[config.mk]
export PLATFORM = sky130hd
export DESIGN_NAME = async_serial_ctrl
export DESIGN_NICKNAME = d
export VERILOG_FILES = /design/src/rtl/async_serial_pkg.sv /design/src/rtl/baud_tick_gen.sv /design/src/rtl/async_tx.sv /design/src/rtl/async_rx.sv /design/src/rtl/async_serial_ctrl.sv
export SDC_FILE = /design/constraint.sdc
export NUM_CORES = 1
export LEC_CHECK = 0
export CORE_MARGIN = 5
export CORE_UTILIZATION = 55
export DETAILED_ROUTE_END_ITERATION = 10
export GPL_TIMING_DRIVEN = 0
export PLACE_DENSITY = 0.78
export SYNTH_ARGS = -nofsm -noshare
export SYNTH_HDL_FRONTEND = slang
export SYNTH_HIERARCHICAL = 1
export SYNTH_SLANG_ARGS = --single-unit
export TNS_END_PERCENT = 1
[constraint.sdc]
create_clock -name clk_i -period 6.24 [get_ports clk_i]
set_input_delay 0.936 -clock clk_i [delete_from_list [all_inputs] [get_ports clk_i]]
set_output_delay 0.936 -clock clk_i [all_outputs]
set_load 0.02 [all_outputs]
[src/rtl/async_serial_pkg.sv]
package async_serial_pkg;

  localparam int FRAME_MAX = 12;

  typedef struct packed {
    logic data7;
    logic par_en;
    logic par_odd;
    logic mp_en;
    logic stop2;
  } frame_cfg_t;

  typedef enum logic [1:0] {RX_IDLE, RX_START, RX_BITS} rx_state_e;

  // parity bit value for the active data bits
  function automatic logic par_bit(input logic [7:0] d, input logic d7, input logic odd);
    logic [7:0] m;
    m = d7 ? {1'b0, d[6:0]} : d;
    return (^m) ^ odd;
  endfunction

endpackage

[src/rtl/baud_tick_gen.sv]
module baud_tick_gen #(
  parameter int DIV_W  = 8,
  parameter int PSEL_W = 2
) (
  input  logic              clk_i,
  input  logic              rst_ni,
  input  logic [PSEL_W-1:0] psel_i,
  input  logic [DIV_W-1:0]  divisor_i,
  output logic              tick_o
);
  localparam int PRE_W = 2 * (2**PSEL_W - 1) + 1;

  logic [PRE_W:0]   pre_span;
  logic [PRE_W-1:0] pre_last;
  logic [PRE_W-1:0] pre_cnt;
  logic [DIV_W-1:0] div_cnt;
  logic             pre_end;

  // span = 2 * 4^psel
  assign pre_span = {{PRE_W{1'b0}}, 1'b1} << {psel_i, 1'b1};
  assign pre_last = PRE_W'(pre_span - 1'b1);
  assign pre_end  = (pre_cnt >= pre_last);
  assign tick_o   = pre_end && (div_cnt >= divisor_i);

  always_ff @(posedge clk_i or negedge rst_ni) begin
    if (!rst_ni) begin
      pre_cnt <= '0;
      div_cnt <= '0;
    end else begin
      if (pre_end) begin
        pre_cnt <= '0;
        if (div_cnt >= divisor_i) div_cnt <= '0;
        else                      div_cnt <= div_cnt + 1'b1;
      end else begin
        pre_cnt <= pre_cnt + 1'b1;
      end
    end
  end

  p_tick_gap_r2: assert property (@(posedge clk_i) disable iff (!rst_ni)
    tick_o |=> !tick_o);

endmodule

[src/rtl/async_tx.sv]
module async_tx
  import async_serial_pkg::*;
(
  input  logic       clk_i,
  input  logic       rst_ni,
  input  logic       tick_i,
  input  frame_cfg_t cfg_i,
  input  logic       valid_i,
  input  logic [7:0] data_i,
  input  logic       mpb_i,
  output logic       ready_o,
  output logic       txd_o
);
  logic                 busy;
  logic [FRAME_MAX-1:0] sh;
  logic [FRAME_MAX-1:0] frame;
  logic [3:0]           bits_left;
  logic [3:0]           tick_cnt;
  logic [3:0]           dlen;
  logic [3:0]           nbits;
  logic                 extra;
  logic                 xbit;

  always_comb begin
    dlen  = cfg_i.data7 ? 4'd7 : 4'd8;
    extra = cfg_i.par_en | cfg_i.mp_en;
    xbit  = cfg_i.mp_en ? mpb_i : par_bit(data_i, cfg_i.data7, cfg_i.par_odd);
    frame = '1;
    frame[0] = 1'b0;
    for (int i = 0; i < 8; i++) begin
      if (i < int'(dlen)) frame[i+1] = data_i[i];
    end
    if (extra) frame[dlen + 4'd1] = xbit;
    nbits = 4'd2 + dlen + {3'b0, extra} + {3'b0, cfg_i.stop2};
  end

  always_ff @(posedge clk_i or negedge rst_ni) begin
    if (!rst_ni) begin
      busy      <= 1'b0;
      sh        <= '1;
      bits_left <= '0;
      tick_cnt  <= '0;
    end else if (!busy) begin
      if (valid_i) begin
        busy      <= 1'b1;
        sh        <= frame;
        bits_left <= nbits;
        tick_cnt  <= '0;
      end
    end else if (tick_i) begin
      tick_cnt <= tick_cnt + 4'd1;
      if (tick_cnt == 4'd15) begin
        sh        <= {1'b1, sh[FRAME_MAX-1:1]};
        bits_left <= bits_left - 4'd1;
        if (bits_left == 4'd1) busy <= 1'b0;
      end
    end
  end

  assign ready_o = !busy;
  assign txd_o   = busy ? sh[0] : 1'b1;

  p_accept_start_r7: assert property (@(posedge clk_i) disable iff (!rst_ni)
    valid_i && ready_o |=> !txd_o && !ready_o);

  p_bits_bound_r6: assert property (@(posedge clk_i) disable iff (!rst_ni)
    busy |-> (bits_left != 4'd0) && (bits_left <= 4'(FRAME_MAX)));

endmodule

[src/rtl/async_rx.sv]
module async_rx
  import async_serial_pkg::*;
(
  input  logic       clk_i,
  input  logic       rst_ni,
  input  logic       tick_i,
  input  logic       data7_i,
  input  logic       par_en_i,
  input  logic       par_odd_i,
  input  logic       mp_en_i,
  input  logic       rxd_i,
  input  logic       read_i,
  input  logic       clr_i,
  output logic [7:0] data_o,
  output logic       mpb_o,
  output logic       valid_o,
  output logic       fer_o,
  output logic       per_o,
  output logic       oer_o,
  output logic       brk_o
);
  logic       rx_m, rx_s, rx_q;
  rx_state_e  state;
  logic [3:0] tick_cnt;
  logic [3:0] bit_idx;
  logic [8:0] rbits;
  logic [3:0] dlen, nrx;
  logic       extra, xbit, stop_bit, done, overrun;
  logic       brk_hit, per_hit;
  logic [7:0] data_rx;

  always_ff @(posedge clk_i or negedge rst_ni) begin
    if (!rst_ni) begin
      rx_m <= 1'b1;
      rx_s <= 1'b1;
      rx_q <= 1'b1;
    end else begin
      rx_m <= rxd_i;
      rx_s <= rx_m;
      rx_q <= rx_s;
    end
  end

  always_comb begin
    dlen     = data7_i ? 4'd7 : 4'd8;
    extra    = par_en_i | mp_en_i;
    nrx      = dlen + {3'b0, extra};
    data_rx  = data7_i ? {1'b0, rbits[6:0]} : rbits[7:0];
    xbit     = rbits[dlen];
    stop_bit = rx_s;
    done     = (state == RX_BITS) && tick_i && (tick_cnt == 4'd15) && (bit_idx == nrx);
    overrun  = valid_o && !read_i;
    brk_hit  = (data_rx == 8'd0) && !(extra && xbit) && !stop_bit;
    per_hit  = par_en_i && !mp_en_i && (xbit != par_bit(data_rx, data7_i, par_odd_i));
  end

  always_ff @(posedge clk_i or negedge rst_ni) begin
    if (!rst_ni) begin
      state    <= RX_IDLE;
      tick_cnt <= '0;
      bit_idx  <= '0;
      rbits    <= '0;
    end else begin
      case (state)
        RX_IDLE: begin
          if (rx_q && !rx_s) begin
            state    <= RX_START;
            tick_cnt <= '0;
          end
        end
        RX_START: begin
          if (tick_i) begin
            tick_cnt <= tick_cnt + 4'd1;
            if (tick_cnt == 4'd7) begin
              if (!rx_s) begin
                state    <= RX_BITS;
                tick_cnt <= '0;
                bit_idx  <= '0;
              end else begin
                state <= RX_IDLE;
              end
            end
          end
        end
        RX_BITS: begin
          if (tick_i) begin
            tick_cnt <= tick_cnt + 4'd1;
            if (tick_cnt == 4'd15) begin
              if (bit_idx == nrx) begin
                state <= RX_IDLE;
              end else begin
                rbits[bit_idx] <= rx_s;
                bit_idx        <= bit_idx + 4'd1;
              end
            end
          end
        end
        default: state <= RX_IDLE;
      endcase
    end
  end

  always_ff @(posedge clk_i or negedge rst_ni) begin
    if (!rst_ni) begin
      valid_o <= 1'b0;
      data_o  <= '0;
      mpb_o   <= 1'b0;
    end else begin
      if (read_i) valid_o <= 1'b0;
      if (done && !overrun) begin
        valid_o <= 1'b1;
        data_o  <= data_rx;
        mpb_o   <= mp_en_i & xbit;
      end
    end
  end

  always_ff @(posedge clk_i or negedge rst_ni) begin
    if (!rst_ni) begin
      fer_o <= 1'b0;
      per_o <= 1'b0;
      oer_o <= 1'b0;
      brk_o <= 1'b0;
    end else begin
      if (clr_i) begin
        fer_o <= 1'b0;
        per_o <= 1'b0;
        oer_o <= 1'b0;
        brk_o <= 1'b0;
      end
      if (done) begin
        if (overrun) begin
          oer_o <= 1'b1;
        end else begin
          if (!stop_bit) fer_o <= 1'b1;
          if (per_hit)   per_o <= 1'b1;
          if (brk_hit)   brk_o <= 1'b1;
        end
      end
    end
  end

  p_overrun_keeps_r13: assert property (@(posedge clk_i) disable iff (!rst_ni)
    valid_o && !read_i |=> $stable(data_o));

  p_break_framing_r12: assert property (@(posedge clk_i) disable iff (!rst_ni)
    $rose(brk_o) |-> fer_o);

  p_read_clears_r8: assert property (@(posedge clk_i) disable iff (!rst_ni)
    valid_o && read_i && !done |=> !valid_o);

  p_flags_clear_r14: assert property (@(posedge clk_i) disable iff (!rst_ni)
    clr_i && !done |=> !fer_o && !per_o && !oer_o && !brk_o);

endmodule

[src/rtl/async_serial_ctrl.sv]
module async_serial_ctrl
  import async_serial_pkg::*;
#(
  parameter int DIV_W  = 8,
  parameter int PSEL_W = 2
) (
  input  logic              clk_i,
  input  logic              rst_ni,
  input  logic [PSEL_W-1:0] presc_sel_i,
  input  logic [DIV_W-1:0]  divisor_i,
  input  logic              data7_i,
  input  logic              parity_en_i,
  input  logic              parity_odd_i,
  input  logic              mp_en_i,
  input  logic              stop2_i,
  input  logic              tx_valid_i,
  output logic              tx_ready_o,
  input  logic [7:0]        tx_data_i,
  input  logic              tx_mpb_i,
  output logic              txd_o,
  input  logic              rxd_i,
  output logic              rx_valid_o,
  output logic [7:0]        rx_data_o,
  output logic              rx_mpb_o,
  input  logic              rx_read_i,
  output logic              fer_o,
  output logic              per_o,
  output logic              oer_o,
  output logic              brk_o,
  input  logic              clr_err_i
);
  logic       tick;
  frame_cfg_t cfg;

  assign cfg = '{data7: data7_i, par_en: parity_en_i, par_odd: parity_odd_i,
                 mp_en: mp_en_i, stop2: stop2_i};

  baud_tick_gen #(.DIV_W(DIV_W), .PSEL_W(PSEL_W)) u_baud (
    .clk_i     (clk_i),
    .rst_ni    (rst_ni),
    .psel_i    (presc_sel_i),
    .divisor_i (divisor_i),
    .tick_o    (tick)
  );

  async_tx u_tx (
    .clk_i   (clk_i),
    .rst_ni  (rst_ni),
    .tick_i  (tick),
    .cfg_i   (cfg),
    .valid_i (tx_valid_i),
    .data_i  (tx_data_i),
    .mpb_i   (tx_mpb_i),
    .ready_o (tx_ready_o),
    .txd_o   (txd_o)
  );

  async_rx u_rx (
    .clk_i     (clk_i),
    .rst_ni    (rst_ni),
    .tick_i    (tick),
    .data7_i   (data7_i),
    .par_en_i  (parity_en_i),
    .par_odd_i (parity_odd_i),
    .mp_en_i   (mp_en_i),
    .rxd_i     (rxd_i),
    .read_i    (rx_read_i),
    .clr_i     (clr_err_i),
    .data_o    (rx_data_o),
    .mpb_o     (rx_mpb_o),
    .valid_o   (rx_valid_o),
    .fer_o     (fer_o),
    .per_o     (per_o),
    .oer_o     (oer_o),
    .brk_o     (brk_o)
  );

endmodule

* Word-level counts from Yosys, hierarchy flattened
Index checks and enable logic that the tools add are counted.
** Storage, ports and cells
- Register bits after elaboration :: 72
- Bits of input ports :: 30
- Output and inout port bits :: 16
- Word-level logic and storage cells :: 184
** Cells by class
- $add $sub $neg :: 12
- Magnitude comparators :: 15
- Equality and inequality tests :: 18
- Shift operators :: 1
- Muxes and demuxes :: 79
- Bitwise logic cells :: 5
- Reduce and logical (&&, ||, !) cells :: 34
** Operators by type and width (number)
- $mux W4 :: 19
- $mux W12 :: 5
- $mux W1 :: 35
- $mux W8 :: 4
- $add A4 B1 Y4 const B :: 4
- $lt A3 B4 Y1 const A :: 4
- $reduce_xor A8 Y1 :: 2
- $lt A4 B5 Y1 const B :: 3
- $logic_and A1 B1 Y1 :: 14
- $mux W2 :: 7
- $add A4 B1 Y4 :: 3
- $bwmux W12 :: 1
- $pmux W4 S3 :: 1
- $ne A2 B1 Y1 const B :: 5
- $ne A2 B2 Y1 const B :: 5
- $bwmux W9 :: 1
- $add A8 B1 Y8 const B :: 1
- $demux W1 S4 :: 2
- $eq A4 B4 Y1 const B :: 2
- $ge A4 B1 Y1 const B :: 2
- $ge A8 B8 Y1 :: 1
- $logic_not A8 Y1 :: 1
- $lt A1 B4 Y1 const A :: 2
- $lt A2 B4 Y1 const A :: 2
- other kinds (29) :: 38

* Depth between registers and ports, before layout
- Depth after elaboration :: 10
- Gate-level depth with buffers :: 12
- Gate-level depth less buffers :: 11

* By module
The synthesis kept the hierarchy.
** Modules (own cells, without submodules)
- async_rx :: times used 1, cells an instance 186, area an instance 1979.4 sq um, sequential area each 904.6 sq um
- async_tx :: times used 1, cells an instance 113, area an instance 1149.9 sq um, sequential area each 488.0 sq um
- baud_tick_gen :: times used 1, cells an instance 118, area an instance 1086.0 sq um, sequential area each 375.4 sq um

* Worst setup path after synthesis
No wires, ideal clock.
- Path kind :: input to register
- Start point :: input port presc_sel_i[0]
- End point :: register u_rx.rbits[4]
- Setup time :: 0.125 ns
- Arrival time :: 3.334 ns
- Data required time :: 6.115 ns
- Setup slack :: 2.782 ns
- Stages on the path :: 12
- Path buffers :: 1
- Path through :: nand2_1 -> ha_1 -> nand4_1 -> and3_4 -> and2_1 -> buf_2 -> nor2_1 -> and3_1 -> and3_1 -> nand3_1 -> nor2_1 -> mux2_2
** Between the ends
- Longest elaborated chain between the ends :: 5
** Ends and longest elaborated chain
- from (decl) :: RTL line async_serial_ctrl.sv:9 : input logic [PSEL_W-1:0] presc_sel_i,
- $shl A1 B3 Y7 :: RTL line baud_tick_gen.sv:20 : assign pre_span = {{PRE_W{1'b0}}, 1'b1} << {psel_i, 1'b1};
- $sub A7 B1 Y7 :: RTL line baud_tick_gen.sv:21 : assign pre_last = PRE_W'(pre_span - 1'b1);
- $ge A7 B7 Y1 :: RTL line baud_tick_gen.sv:22 : assign pre_end = (pre_cnt >= pre_last);
- $logic_and A1 B1 Y1 :: RTL line baud_tick_gen.sv:23 : assign tick_o = pre_end && (div_cnt >= divisor_i);
- via tick :: RTL line async_serial_ctrl.sv:32 : logic tick;
- $reduce_and A4 Y1 (no source line)
- to (signal, indexed assignment) :: RTL line async_rx.sv:92 : rbits[bit_idx] <= rx_s;
- to (decl) :: RTL line async_rx.sv:26 : logic [8:0] rbits;
The timed path passes the listed nets, and every way through them passes these cells.
A chain may end at the register's enable or synchronous reset.

* Worst setup path in the final report
- Start point :: input port presc_sel_i[1]
- End point :: register u_rx.rbits[7]
The elaborated chain is that of the path after synthesis.

==> reports/metrics.yaml <==
outcome: "completed"
min_path_type: "register to register"
diodes: 0
fin_setup_tns_ps: 0
postSynthCellCount: 417
nets: 535
r2r_slack_ps: 2960
setup_viol: 0
via_count: 3209
synthArstFlopShare: 1.00
rows: 32
cts_sinks: 70
grt_max_degree: 71
synthTopCellsByCount: "57 x dfrtp_1, 33 x inv_1, 31 x ha_1, 31 x nand2_1, 30 x nor2_1"
ys_types: 75
crit_fanout: 9
yosysMostFrequentCell: "dfrtp_1"
fin_util: 0.652
antenna_found_initial: 0
startpoint_type: "primary input"
grt_pass1_wl_mm: 15.0
period_needed_ps: 4080
io_pins: 46
post-place-ws_ps: 1800
maxCapViolCount: 0
synth_top_area_cell: "dfrtp_1"
ys.flop_type: "dfrtp_1"
hold_depth: 0
htree_levels: 3
io_buffer_count: 45
worst-r2r-cell-count: 11
grt_pass1_vias: 3244
clk_pin_slew_ps: 80
vias_per_cell: 5.53
leakage_nw: 2.23
synth_area_leaders: "dfrtp_1 34%, ha_1 9.2%, dfstp_2 8.1%, xnor2_1 3.3%, inv_1 2.9%"
min_from: "u_rx/rx_m"
fp.coreArea_sq_um: 7610
rsz0062_at_grt: "false"
netlist_area_sq_um: 4220
peakVddDrop_v: 0.000194
drv_slew: 0
crit_type: "primary input to register"
finalWorstSetupSlack_ps: 2160
drtIter0Drc: 151
clock_latency_ps: 340
firstDrtPassIters: 4
dieHeight_microns: 97.5
yosys_warnings: 6
slew_headroom: 0.428
holdBufCountCts: 0
drt_wl_total_mm: 8.42
worst_slew_pin_slew_ps: 858
arrival_ps: 4310
die_x_microns: 97.5
cts_tree: "built"
syn_nets: 479
hpwl_mm: 6.24
cts_root_buffer: "clkbuf_8"
grt-ovfl-total: 0
clock_path_buffers: 2
synth_area_per_cell_sq_um: 10.1
drive_gt1_frac: 0.157
gp_congestion: 0.811
power.density_nw_per_um2: 252
synth-seq-cells: 70
fin_skew_ps: 10.8
wl_per_cell_microns: 14.5
cts_setup_buffers: 0
dieArea_sq_um: 9520
ant_nets: 0
ctsResizeCount: 0
rr_startpoint: "u_baud/pre_cnt[6]"
synth_edf_count: 0
fmax_mhz: 245
crit_required_ps: 6470
final_hold_viol_count: 0
r2r_end: "u_rx/rbits[7]"
synth_top_area_frac: 0.338
layout_worst_path_cycle_share: 0.654
numCtsBuffers: 9
endpoint_kind: "register"
seq_area_frac_synth: 0.419
remaining_drc_errors: 0
track_usage: 0.187
start_util: 0.554
synthToLayoutAreaGrowth_pct: 17.6
whs_endpoint: "u_rx/rx_s"
final cells by class:
class,instances,area (sq um)
Buffer,11,58.8
Clock buffer,10,128
Clock inverter,6,38.8
Fill cell,619,2650
Inverter,34,128
Multi-Input combinational cell,302,2260
Sequential cell,70,1770
Tap cell,102,128
Timing Repair Buffer,45,448
sequential cells by signal, summed over array words and instances, names as in the netlist, 2 cells and up:
name / flops
u_tx/sh: 10
u_rx/rbits: 9
u_baud/div_cnt: 8
u_rx/data_o: 8
u_baud/pre_cnt: 7
u_rx/bit_idx: 4
u_rx/tick_cnt: 4
u_tx/bits_left: 4
u_tx/tick_cnt: 4
u_rx/state: 2
layer usage:
| metal | share of wire | global-route usage | vias up |
|---|---|---|---|
| met3 | 0.038 | 0.0402 | 18 |
| met5 | 0 | 0 | - |
| met2 | 0.52 | 0.324 | 59 |
| met4 | 0.021 | 0.0682 | 0 |
| li1 | - | - | 1580 |
| met1 | 0.42 | 0.228 | 1552 |
report_power, final:
group,internal [W],total [W],switching (W)
registers,0.000523,0.000592,0.0000693
logic,0.000157,0.000345,0.000188
clock network,0.000143,0.000313,0.000171
critical path, stage by stage:
cell             delay [ps]
clkdlybuf4s50_1         500
nand2_1                 100
ha_1                    350
nand4_1                 130
a21o_1                  200
and2_1                  140
buf_2                   170
nor2_1                  490
and3_1                  330
and3_1                  280
nand3_1                 170
nor2_1                  160
mux2_2                  350
cells in the final DEF (no fill, tap or decap), drive strengths merged, types with 3 or more instances in the layout:
| cell | netlist | routed |
|---|---|---|
| clkinv | 0 | 4 |
| clkdlybuf4s50 | 0 | 44 |
| o22ai | 5 | 5 |
| nand2 | 33 | 33 |
| ha | 31 | 31 |
| or4b | 3 | 3 |
| clkbuf | 4 | 14 |
| nor4 | 3 | 3 |
| nand4 | 4 | 4 |
| nand3 | 20 | 20 |
| xnor2 | 17 | 17 |
| xor2 | 4 | 4 |
| nor2 | 30 | 30 |
| nor3 | 7 | 7 |
| dfrtp | 57 | 57 |
| or2 | 5 | 5 |
| mux2 | 14 | 14 |
| or3 | 3 | 3 |
| inv | 34 | 34 |
| o211ai | 3 | 3 |
| buf | 7 | 8 |
| nand2b | 13 | 13 |
| nor2b | 5 | 5 |
| and2 | 3 | 3 |
| mux2i | 10 | 10 |
| and3 | 6 | 6 |
| a21oi | 20 | 20 |
| dfstp | 13 | 13 |
| o21ai | 27 | 27 |
| a211oi | 3 | 3 |
| o31ai | 4 | 4 |
cells by family after synthesis:
group,count (synthesis),share of synthesized area
AOI/OAI and AO/OA,79,0.124
xor gates and xnor gates,22,0.0508
adders and majority gates,32,0.0968
buffers and inverters,45,0.0442
DFF,70,0.419
muxes,24,0.0674
and+or+nand+nor,145,0.197
how the worst max path moves through the flow:
stage                              to           start  cells after the start  slack [ps]
floorplan               u_rx/rbits[4]  presc_sel_i[0]                     12        2780
global placement    u_tx/bits_left[0]          rst_ni                      1        1890
detailed placement      u_rx/rbits[5]  presc_sel_i[1]                     13        1800
CTS                     u_rx/rbits[5]  presc_sel_i[1]                     13        2170
global route            u_rx/rbits[5]  presc_sel_i[1]                     13        1960
finish                  u_rx/rbits[7]  presc_sel_i[1]                     13        2160
metrics by stage:
step	cell area, sq um	total power [W]	hold WS, ps	cells
6_report	4960	0.00125	361	580
5_1_grt	4960	0.00134	366	580
4_1_cts	4960	0.00126	363	580
3_5_place_dp	4790	0.000949	351	564
3_3_place_gp	4790	0.000921	346	564
2_1_floorplan	4220	0.000840	345	417
(Power assumes the default switching activity.)
